$ cat config.mk
export PLATFORM = sky130hd
export DESIGN_NAME = rpe_arbiter
export DESIGN_NICKNAME = d
export VERILOG_FILES = /design/src/rtl/rpe_pkg.sv /design/src/rtl/rpe_thermo_mask.sv /design/src/rtl/rpe_fixed_pe.sv /design/src/rtl/rpe_onehot_enc.sv /design/src/rtl/rpe_core.sv /design/src/rtl/rpe_arbiter.sv
export SDC_FILE = /design/constraint.sdc
export NUM_CORES = 1
export LEC_CHECK = 0
export BUFFER_PORTS_ARGS = -buffer_cell sky130_fd_sc_hd__clkbuf_2
export CORE_ASPECT_RATIO = 1.25
export CORE_MARGIN = 4
export CORE_UTILIZATION = 53
export DETAILED_ROUTE_END_ITERATION = 8
export PLACE_DENSITY = 0.82
export SLEW_MARGIN = 20
export SYNTH_ARGS = -nofsm -noshare
export SYNTH_HDL_FRONTEND = slang
export SYNTH_SLANG_ARGS = --single-unit
$ cat constraint.sdc
create_clock -name clk -period 6.3 [get_ports clk]
set_input_delay 1.26 -clock clk [delete_from_list [all_inputs] [get_ports clk]]
set_output_delay 1.26 -clock clk [all_outputs]
set_load 0.03 [all_outputs]
$ cat src/rtl/rpe_pkg.sv
package rpe_pkg;

   // Structure of the prefix network inside each fixed-priority search
   typedef enum logic {
      PFX_CHAIN = 1'b0,
      PFX_TREE  = 1'b1
   } rpe_prefix_e;

   function automatic bit is_pow2(input int value);
      return (value >= 2) && ((value & (value - 1)) == 0);
   endfunction

endpackage

$ cat src/rtl/rpe_thermo_mask.sv
// Thermometer mask: bit j is set when j is at or above the pointer.
module rpe_thermo_mask #(
   parameter  int N  = 32,
   localparam int PW = (N > 1) ? $clog2(N) : 1
) (
   input  logic [PW-1:0] ptr_i,
   output logic [N-1:0]  mask_o
);

   always_comb begin
      for (int j = 0; j < N; j++) begin
         mask_o[j] = (j >= int'(ptr_i));
      end
   end

endmodule

$ cat src/rtl/rpe_fixed_pe.sv
// Fixed-priority search: the lowest set input bit wins, result is one-hot.
module rpe_fixed_pe
   import rpe_pkg::*;
#(
   parameter int          N      = 32,
   parameter rpe_prefix_e PREFIX = PFX_TREE,
   localparam int         PW     = (N > 1) ? $clog2(N) : 1
) (
   input  logic [N-1:0] in_i,
   output logic [N-1:0] onehot_o,
   output logic         any_o
);

   generate
      if (PREFIX == PFX_TREE) begin : g_tree
         // Log-depth inclusive prefix OR of the lower bits
         always_comb begin
            logic [N-1:0] pre;
            pre = in_i;
            for (int s = 0; s < PW; s++) begin
               pre = pre | (pre << (1 << s));
            end
            onehot_o = in_i & ~(pre << 1);
            any_o    = pre[N-1];
         end
      end else begin : g_chain
         // Linear running prefix, one gate per position
         always_comb begin
            logic seen;
            seen = 1'b0;
            for (int j = 0; j < N; j++) begin
               onehot_o[j] = in_i[j] & ~seen;
               seen        = seen | in_i[j];
            end
            any_o = seen;
         end
      end
   endgenerate

endmodule

$ cat src/rtl/rpe_onehot_enc.sv
// One-hot to binary index encoder (OR of the indices of the set bits).
module rpe_onehot_enc #(
   parameter  int N  = 32,
   localparam int PW = (N > 1) ? $clog2(N) : 1
) (
   input  logic [N-1:0]  onehot_i,
   output logic [PW-1:0] index_o
);

   always_comb begin
      index_o = '0;
      for (int j = 0; j < N; j++) begin
         if (onehot_i[j]) begin
            index_o = index_o | PW'(j);
         end
      end
   end

endmodule

$ cat src/rtl/rpe_core.sv
// Combinational rotating-priority select: upper-half search, lower-half search, 2:1 pick.
module rpe_core
   import rpe_pkg::*;
#(
   parameter int          N      = 32,
   parameter rpe_prefix_e PREFIX = PFX_TREE,
   localparam int         PW     = (N > 1) ? $clog2(N) : 1
) (
   input  logic [N-1:0]  req_i,
   input  logic [PW-1:0] ptr_i,
   output logic [N-1:0]  grant_o,
   output logic          valid_o,
   output logic [PW-1:0] index_o
);

   logic [N-1:0] mask_w;
   logic [N-1:0] upper_w;
   logic [N-1:0] lower_w;
   logic [N-1:0] pick_hi_w;
   logic [N-1:0] pick_lo_w;
   logic         any_hi_w;
   logic         any_lo_w;

   rpe_thermo_mask #(.N(N)) u_mask (
      .ptr_i  (ptr_i),
      .mask_o (mask_w)
   );

   assign upper_w = req_i & mask_w;
   assign lower_w = req_i & ~mask_w;

   rpe_fixed_pe #(.N(N), .PREFIX(PREFIX)) u_pe_hi (
      .in_i     (upper_w),
      .onehot_o (pick_hi_w),
      .any_o    (any_hi_w)
   );

   rpe_fixed_pe #(.N(N), .PREFIX(PREFIX)) u_pe_lo (
      .in_i     (lower_w),
      .onehot_o (pick_lo_w),
      .any_o    (any_lo_w)
   );

   assign grant_o = any_hi_w ? pick_hi_w : pick_lo_w;
   assign valid_o = any_hi_w | any_lo_w;

   rpe_onehot_enc #(.N(N)) u_enc (
      .onehot_i (grant_o),
      .index_o  (index_o)
   );

endmodule

$ cat src/rtl/rpe_arbiter.sv
// Round-robin arbiter: rotating-priority core plus a pointer that advances past each winner.
module rpe_arbiter
   import rpe_pkg::*;
#(
   parameter int          N      = 32,
   parameter rpe_prefix_e PREFIX = PFX_TREE,
   localparam int         PW     = (N > 1) ? $clog2(N) : 1
) (
   input  logic          clk,
   input  logic          rst_n,
   input  logic [N-1:0]  req_i,
   output logic [N-1:0]  grant_o,
   output logic          valid_o,
   output logic [PW-1:0] index_o,
   output logic [PW-1:0] ptr_o
);

   generate
      if (!is_pow2(N)) begin : g_bad_n
         $error("rpe_arbiter: N must be a power of two and at least 2");
      end
   endgenerate

   logic [PW-1:0] ptr_q;

   rpe_core #(.N(N), .PREFIX(PREFIX)) u_core (
      .req_i   (req_i),
      .ptr_i   (ptr_q),
      .grant_o (grant_o),
      .valid_o (valid_o),
      .index_o (index_o)
   );

   always_ff @(posedge clk or negedge rst_n) begin
      if (!rst_n) begin
         ptr_q <= '0;
      end else if (valid_o) begin
         ptr_q <= index_o + PW'(1);
      end
   end

   assign ptr_o = ptr_q;

endmodule

[Word level (Yosys, flattened, before mapping)]
Cells that the tools add are included.
Word-level totals
  register bits: 5
  word-level logic and storage cells: 83
  output and inout bits: 43
Operators by class
  mux-type cells: 32
  $lt $le $gt $ge: 31
  add/subtract/negate cells: 1
  bitwise logic cells: 18
Operator list (number)
  $or A32 B32 Y32: 10
  $and A32 B32 Y32: 4
  $not A32 Y32: 3
  $mux W5: 16
  $ge A5 B5 Y1 const A: 15
  $ge A4 B5 Y1 const A: 8
  $mux W32: 1
  $mux W4: 8
  $ge A3 B5 Y1 const A: 4
  $mux W3: 4
  $ge A1 B5 Y1 const A: 2
  $ge A2 B5 Y1 const A: 2
  $add A5 B1 Y5 const B: 1
  $mux W2: 2
  $mux W1: 1
  $or A1 B1 Y1: 1

[Depth between registers and ports, before layout]
Gate-level depths: netlist of the first run.
  word-level depth: 43
  gate-level depth with buffers: 17
  mapped depth without buffers: 12

[Hierarchy]
Synthesis of the first run repeated with hierarchy kept, for this count alone.
Unflattened totals
  cell total of the unflattened synthesis: 338
  area total of the unflattened synthesis: 2501.1 µm²
By module, submodules not included
  rpe_core: sequential area each 0.0 µm², cells each 101, times used 1, area each 947.2 µm²
  rpe_fixed_pe: sequential area each 0.0 µm², cells each 73, times used 2, area each 461.7 µm²
  rpe_thermo_mask: sequential area each 0.0 µm², cells each 46, times used 1, area each 256.5 µm²
  rpe_arbiter: sequential area each 125.1 µm², cells each 21, times used 1, area each 236.5 µm²
  rpe_onehot_enc: sequential area each 0.0 µm², cells each 24, times used 1, area each 137.6 µm²

[Worst setup path after synthesis of the first run]
Ideal clock, no wire load.
  path type: input to output
  from: in req_i[28]
  to: out index_o[1]
  arrival time: 4722 ps
  path slack: 318 ps
  stages: 10
  cell sequence: buf_2 > or3_1 > a21oi_1 > o221ai_1 > nor4_1 > nand3_1 > o311a_1 > nor4b_1 > or3_2 > or4_4
Between the ends
  elaborated cells between the ends (all ways): 47
RTL lines
  from (decl): line rpe_arbiter.sv:11  | input logic [N-1:0] req_i,
  $and A32 B32 Y32: line rpe_core.sv:29  | assign upper_w = req_i & mask_w;
  $or A32 B32 Y32 (5 in a row): line rpe_fixed_pe.sv:21  | pre = pre | (pre << (1 << s));
  $mux W32: line rpe_core.sv:44  | assign grant_o = any_hi_w ? pick_hi_w : pick_lo_w;
  via grant_o[18]: line rpe_arbiter.sv:12  | output logic [N-1:0] grant_o,
  $mux W5 (14 in a row): line rpe_onehot_enc.sv:13  | if (onehot_i[j]) begin
  to (decl): line rpe_arbiter.sv:14  | output logic [PW-1:0] index_o,
The timed path passes the listed nets, and every way through them passes these cells.

[Worst setup path after layout of the first run]
  from: reg ptr_q[3] (netlist: ptr_o[3])
  to: out index_o[1]
Between the ends
  word-level cells in the longest chain between the ends: 41
  elaborated cells between the ends (all ways): 79
Ends and longest elaborated chain
  from (decl): line rpe_arbiter.sv:24  | logic [PW-1:0] ptr_q;
  from (signal assigned): line rpe_arbiter.sv:38  | ptr_q <= index_o + PW'(1);
  $ge A1 B5 Y1: line rpe_thermo_mask.sv:12  | mask_o[j] = (j >= int'(ptr_i));
  $not A32 Y32: line rpe_core.sv:30  | assign lower_w = req_i & ~mask_w;
  $and A32 B32 Y32: line rpe_core.sv:30
  $or A32 B32 Y32 (5 in a row): line rpe_fixed_pe.sv:21
  $not A32 Y32: line rpe_fixed_pe.sv:23  | onehot_o = in_i & ~(pre << 1);
  $and A32 B32 Y32: line rpe_fixed_pe.sv:23
  $mux W32 *: line rpe_core.sv:44
  $mux W2 (2 in a row): line rpe_onehot_enc.sv:13
  $mux W3 (4 in a row): line rpe_onehot_enc.sv:13
  $mux W4 (8 in a row): line rpe_onehot_enc.sv:13
  $mux W5 (15 in a row): line rpe_onehot_enc.sv:13
  $mux W5 *: line rpe_onehot_enc.sv:13
Mark *: on every way between the ends. The rest lies on a longest branch, timed or not.

==> summary.txt, run 1 <==
Outcome - complete, no violations
Layout cells sized above 1 - 0.304
R2R setup slack - 1.37 ns
Max-cap violations - 0
Multiplexer share of the synthesized area - 0.00401
Max Freq - 0.167 GHz
Dpl hpwl - 9140 µm
Core Footprint - 0.00449 mm²
Syn Std Cell Area - 0.00250 mm²
Num CTS Buffers - 3
Pin count of the biggest net entering global routing - 27
Clk_skew - 0.000930 ns
Worst skew pair latency - 0.23 ns
Tmin final - 5.99 ns
ANT cells - 0
Clk sinks - 5
Seq cells post-synth - 5
Most used DFF post-synth - dfrtp_1
GRT met1 Usage - 0.406
Final core utilization - 0.656
Max reg flops - 5
R2R Path End - ptr_o[4]$_DFFE_PN0P_
Storage element area - 125 µm²
CTS resizes - 0
Register area share after synthesis - 0.0501
Antenna Violating Nets Remaining - 0
Cell Pwr Density - 361 mW/mm²
Cells along the critical path - inv_1 > nor2_1 > a221oi_1 > nor4_1 > nand3_1 > o311a_1 > nor4b_1 > or3_2 > or4_4 > clkbuf_2
WL final - 11700 µm
Worst Setup Path Type - register to primary output
Crit path launch type - register
Post-synthesis net count - 411
Combinational family with the most area after synthesis - simple AND/OR/NAND/NOR gates
Synth warn - 0
Cts hold-fix bufs - 0
Largest stage delay, worst path - 0.92 ns
Congestion Overflow GR - 0
Fraction of registers with async set/reset - 1.00
Crit path DAT - 4.73 ns
CP max-delay cell - dfrtp_1
Die area - 0.00588 mm²
Worst Tran Pin Value - 0.898 ns
Global Route Usage Sum - 0.376
Worst VDD drop - 0.475 mV
Leak Pwr - 1.26 nW
CTS tree - yes
RSZ-0062 raised after global routing - false
Hold Crit Class - register to register
Initial DRC Count - 499
R2R depth - 12
Endpoints failing hold - 0
DR WL/cell - 23.1 µm
Port Buffers - 76
Mean post-synth cell area - 6.65 µm²
# rows - 27
Initial core utilization - 0.556
Area Overhead vs Synth - 18.0%
Grt met3 use - 0.0707
Met2 GRT Util - 0.652
Nets - 483
WHS Path Cells - 2
First-pass GRT wire length - 17900 µm
Vias in the first global route - 3529
Residual DRC - 0
Post-CTS Setup Bufs - 0
Initial antenna violation count - 0
Routability cong. - 1.00
Number of synthesized flops with an enable pin - 0
Post-Synth XOR/XNOR Area - 0.00351
CP Capture Type - primary output
Post-synthesis compound-gate area fraction - 0.349
CP top delay family - simple AND/OR/NAND/NOR gates
CP required - 5.04 ns
Vias per cell - 7.39
Multi-input gate area - 0.00215 mm²
Reg clk slew, reported paths - 0.04 ns
Slew HR - 0.401
Die width - 69.4 µm
Adder-cell share of the synthesized area - 0.00901
Period utilization - 0.950
Crit-path max FO - 17
CTS max path bufs - 2
Post-Synthesis Cells - 376
Worst Hold Launch - ptr_o[2]$_DFFE_PN0P_
Worst path buffer plus inverter count - 2
Fin Setup TNS - 0 ns
Root buffer cell - clkbuf_8
Hold EP - ptr_o[2]$_DFFE_PN0P_
H-tree Lvls - 1
Worst r2r src - ptr_o[3]$_DFFE_PN0P_
Final count of pins violating max slew - 0
Fill count - 454
Gr busiest metal - met2
Via count - 3730
Die Y - 84.8 µm
Drt first pass iters - 6
Synth unique cells - 84
Synth Area in Simple Gates - 0.495
# setup viols final - 0
Ports - 77
[worst max-delay path by stage]
stage / slack (ns) / start / endpoint / cells after the start
after CTS: 0.46 / req_i[30] / index_o[1] / 11
final: 0.31 / ptr_o[3]$_DFFE_PN0P_ / index_o[1] / 10
after detailed placement: 0.48 / req_i[30] / index_o[1] / 11
after floorplan: 0.32 / req_i[28] / index_o[1] / 10
after global placement: 0.56 / req_i[30] / index_o[2] / 11
after global routing: 0.20 / req_i[30] / index_o[4] / 11
[layout make-up]
type,instances,share of cell area
Sequential cell,5,0.0424
Clock buffer,4,0.0153
Multi-Input combinational cell,332,0.729
Tap cell,58,0.0246
Timing Repair Buffer,93,0.172
Inverter,13,0.0166
[per-stage QoR]
| step | instances | hold slack (ns) | power [mW] | cell area (µm²) | worst slack, ns |
|---|---|---|---|---|---|
| 2_1_floorplan | 376 | 0.834 | 0.711 | 2500 | 0.318 |
| 3_3_place_gp | 501 | 0.771 | 0.951 | 2900 | 0.564 |
| 3_5_place_dp | 501 | 0.792 | 0.962 | 2900 | 0.477 |
| 4_1_cts | 505 | 0.801 | 1.03 | 2950 | 0.463 |
| 5_1_grt | 505 | 0.842 | 1.12 | 2950 | 0.198 |
| 6_report | 505 | 0.795 | 1.06 | 2950 | 0.314 |
[worst min-delay path, delay by kind of cell (launching register included)]
kind | cells | cell delay (ns)
DFF | 1 | 0.53
and+or+nand+nor | 1 | 0.17
AOI/OAI and AO/OA | 1 | 0.05
[metal layers]
| metal | wire length (µm) | share of wire |
|---|---|---|
| met1 | 4120 | 0.35 |
| met2 | 5470 | 0.47 |
| met3 | 1180 | 0.10 |
| met4 | 886 | 0.076 |
| met5 | 0 | 0 |
[cell families after synthesis]
kind of cell / count (synthesis)
fa+ha+maj: 2
flops: 5
buf+inv: 39
mux: 1
xor+xnor: 1
compound gates: 122
simple gates: 206
[power breakdown]
group,leakage (nW),internal [mW],total (mW),switching [mW]
logic,1.18,0.285,0.888,0.603
clock network,0.0228,0.0436,0.0617,0.0181
registers,0.0623,0.0462,0.114,0.0678
total,1.26,0.375,1.06,0.689
[cells in the final DEF (no fill, tap or decap), types with 4 or more instances in the layout]
master and n:
a21oi_1 29, and3_1 8, and4_1 6, buf_4 17
clkbuf_2 76, dfrtp_1 5, inv_1 12, nand2_1 34
nand2b_1 5, nand3_1 36, nand4_1 6, nor2_1 32
nor3_1 10, nor3b_1 4, nor4_1 10, o211ai_1 5
o21ai_0 26, o21ai_1 4, o22ai_1 4, o22ai_2 5
or2_2 4, or3_1 8, or4_1 6
[synthesized netlist by cell type, drive strengths merged (7+ instances only)]
cell type,count,area [µm²]
or4,9,78.8
and3,10,68.8
inv,13,48.8
nor3,12,70.1
nor2,32,120
o21ai,30,150
or2,7,46.3
nand3,37,198
nor4,11,83.8
a21oi,29,145
o22ai,9,87.6
buf,21,156
or3,12,83.8
nand4,8,71.3
nand2,36,150
No activity file was read; power rests on OpenSTA's default activity.
==> run 2: changes to the inputs <==
--- a/config.mk
+++ b/config.mk
@@ -10,7 +10,9 @@
 export CORE_MARGIN = 4
 export CORE_UTILIZATION = 53
 export DETAILED_ROUTE_END_ITERATION = 8
+export GPL_TIMING_DRIVEN = 0
 export PLACE_DENSITY = 0.82
+export RECOVER_POWER = 50
 export SLEW_MARGIN = 20
 export SYNTH_ARGS = -nofsm -noshare
 export SYNTH_HDL_FRONTEND = slang
==> summary.txt, run 2 (synthesis gave the netlist of run 1 again) <==
Outcome - complete, no violations
Drt first pass iters - 5 (-1)
CTS max path bufs - 2 (unchanged)
Cells along the critical path - clkbuf_2 > or3_1 > a21oi_1 > o221ai_1 > nor4_1 > nand3_1 > o311a_1 > nor4b_1 > or3_2 > or4_4 > clkbuf_2
Layout cells sized above 1 - 0.265 (-0.0393)
# setup viols final - 0 (unchanged)
Post-CTS Setup Bufs - 0 (unchanged)
Global Route Usage Sum - 0.365 (-0.0115)
Crit path DAT - 5.02 ns (+0.29 ns)
CTS resizes - 0 (unchanged)
Slew HR - 0.311 (-0.0897)
CP required - 5.04 ns (about the same)
Max reg flops - 5 (unchanged)
Clk_skew - 0.00445 ns (+0.00352 ns)
Worst r2r src - ptr_o[2]$_DFFE_PN0P_
Worst VDD drop - 0.488 mV (+2.8%)
Routability cong. - 1.03 (+2.5%)
Cts hold-fix bufs - 0 (unchanged)
Congestion Overflow GR - 0 (unchanged)
Most frequent cells in the layout - 58 x clkbuf_2, 36 x nand3_1, 34 x nand2_1
Clk sinks - 5 (unchanged)
Critical Path Start - req_i[30]
Commonest non-fill, non-tap cell in the layout - clkbuf_2
Final setup margin - 0.0182 ns (-0.296 ns)
Cell Pwr Density - 355 mW/mm² (-1.5%)
Initial antenna violation count - 0 (unchanged)
Fin Setup TNS - 0 ns (unchanged)
Vias in the first global route - 3396 (-3.8%)
CP max-delay cell - nor4_1
CP endpoint - index_o[1]
Ports - 77 (unchanged)
Crit path launch type - input port
Worst Setup Path Type - input port to primary output
Worst Hold Launch - ptr_o[4]$_DFFE_PN0P_
R2R depth - 13 (+1)
Final Cell Area - 0.00296 mm² (+0.25%)
R2R Path End - ptr_o[4]$_DFFE_PN0P_
Worst skew pair latency - 0.22 ns (about the same)
CP Capture Type - primary output
Setup WS pre-CTS - 0.287 ns (-0.190 ns)
Pin count of the biggest net entering global routing - 11 (-59%)
Final Non-Filler Cells - 511 (+1.2%)
H-tree Lvls - 1 (unchanged)
Leak Pwr - 1.22 nW (-3.1%)
Dpl hpwl - 8810 µm (-3.7%)
Initial core utilization - 0.556 (unchanged)
Die Y - 84.8 µm (unchanged)
Largest stage delay, worst path - 0.74 ns (-0.18 ns)
Tmin final - 6.28 ns (+0.296 ns)
Placed insts - 507 (+1.2%)
# rows - 27 (unchanged)
Vias per cell - 7.28 (-1.4%)
Power Total - 1.05 mW (-1.3%)
Hold Crit Class - register to register
Reg clk slew, reported paths - 0.03 ns (about the same)
Die width - 69.4 µm (unchanged)
Max Freq - 0.159 GHz (-4.7%)
Port Buffers - 73 (-3.9%)
RSZ-0062 raised after global routing - false
Final count of pins violating max slew - 0 (unchanged)
Die area - 0.00588 mm² (unchanged)
Worst Tran Pin Value - 1.02 ns (+0.121 ns)
Crit-path max FO - 8 (-9)
Period utilization - 0.997 (+0.0469)
DR WL/cell - 21.5 µm (-6.8%)
Fill count - 470 (+3.5%)
Storage element area - 125 µm² (unchanged)
Num CTS Buffers - 3 (unchanged)
Max-cap violations - 0 (unchanged)
Antenna Violating Nets Remaining - 0 (unchanged)
ANT cells - 0 (unchanged)
Residual DRC - 0 (unchanged)
First-pass GRT wire length - 17600 µm (-1.9%)
R2R setup slack - 1.70 ns (+0.33 ns)
Area Overhead vs Synth - 18.3%
Cell Area, Placed - 0.00294 mm² (+1.2%)
Root buffer cell - clkbuf_8
Core Footprint - 0.00449 mm² (unchanged)
Multi-input gate area - 0.00214 mm² (-0.29%)
CTS tree - yes
Initial DRC Count - 524 (+5.0%)
Most common cell on crit path - clkbuf_2
Nets - 489 (+1.2%)
Endpoints failing hold - 0 (unchanged)
WL final - 11000 µm (-5.7%)
Via count - 3722 (-0.21%)
-- run 2: final cells by class --
cell class,instances,area share
clock buffers,4,0.0152
inverters,13,0.0165
flip-flops and latches,5,0.0423
plain buffers,26,0.0597
well taps,58,0.0246
multi-input cells,332,0.725
repair buffers,73,0.117
-- run 2: power by group --
part	leakage, nW	internal, mW	total [mW]	switching, mW
logic	1.14	0.287	0.928	0.641
registers	0.0623	0.0473	0.0632	0.0159
clock network	0.0228	0.0434	0.0591	0.0157
-- run 2: stage by stage --
| step | utilization | hold WS, ns |
|---|---|---|
| 2_1_floorplan | - | 0.834 |
| 3_3_place_gp | 0.654 | 0.797 |
| 3_5_place_dp | 0.654 | 0.820 |
| 4_1_cts | 0.664 | 0.822 |
| 5_1_grt | 0.658 | 0.886 |
| 6_report | 0.658 | 0.848 |
-- run 2: how the worst min path moves through the flow --
stage | endpoint | cells after the start
CTS | ptr_o[4]$_DFFE_PN0P_ | 2
detailed placement | ptr_o[4]$_DFFE_PN0P_ | 2
global route | ptr_o[4]$_DFFE_PN0P_ | 2
finish | ptr_o[4]$_DFFE_PN0P_ | 2
global placement | ptr_o[1]$_DFFE_PN0P_ | 2
floorplan | ptr_o[4]$_DFFE_PN0P_ | 2
-- run 2: worst max-delay path: cells and delay by family --
kind / cells / cell delay [ns]
AND/OR/NAND/NOR: 6 / 2.62
buffers and inverters: 2 / 0.34
AO/OA/AOI/OAI: 3 / 0.79
-- run 2: metal layers --
layer | up-vias | global-route usage | part of all wire
li1 | 1639 | - | -
met4 | 0 | 0.218 | 0.076
met5 | - | 0 | 0
met2 | 345 | 0.591 | 0.45
met3 | 104 | 0.0719 | 0.13
met1 | 1634 | 0.441 | 0.34
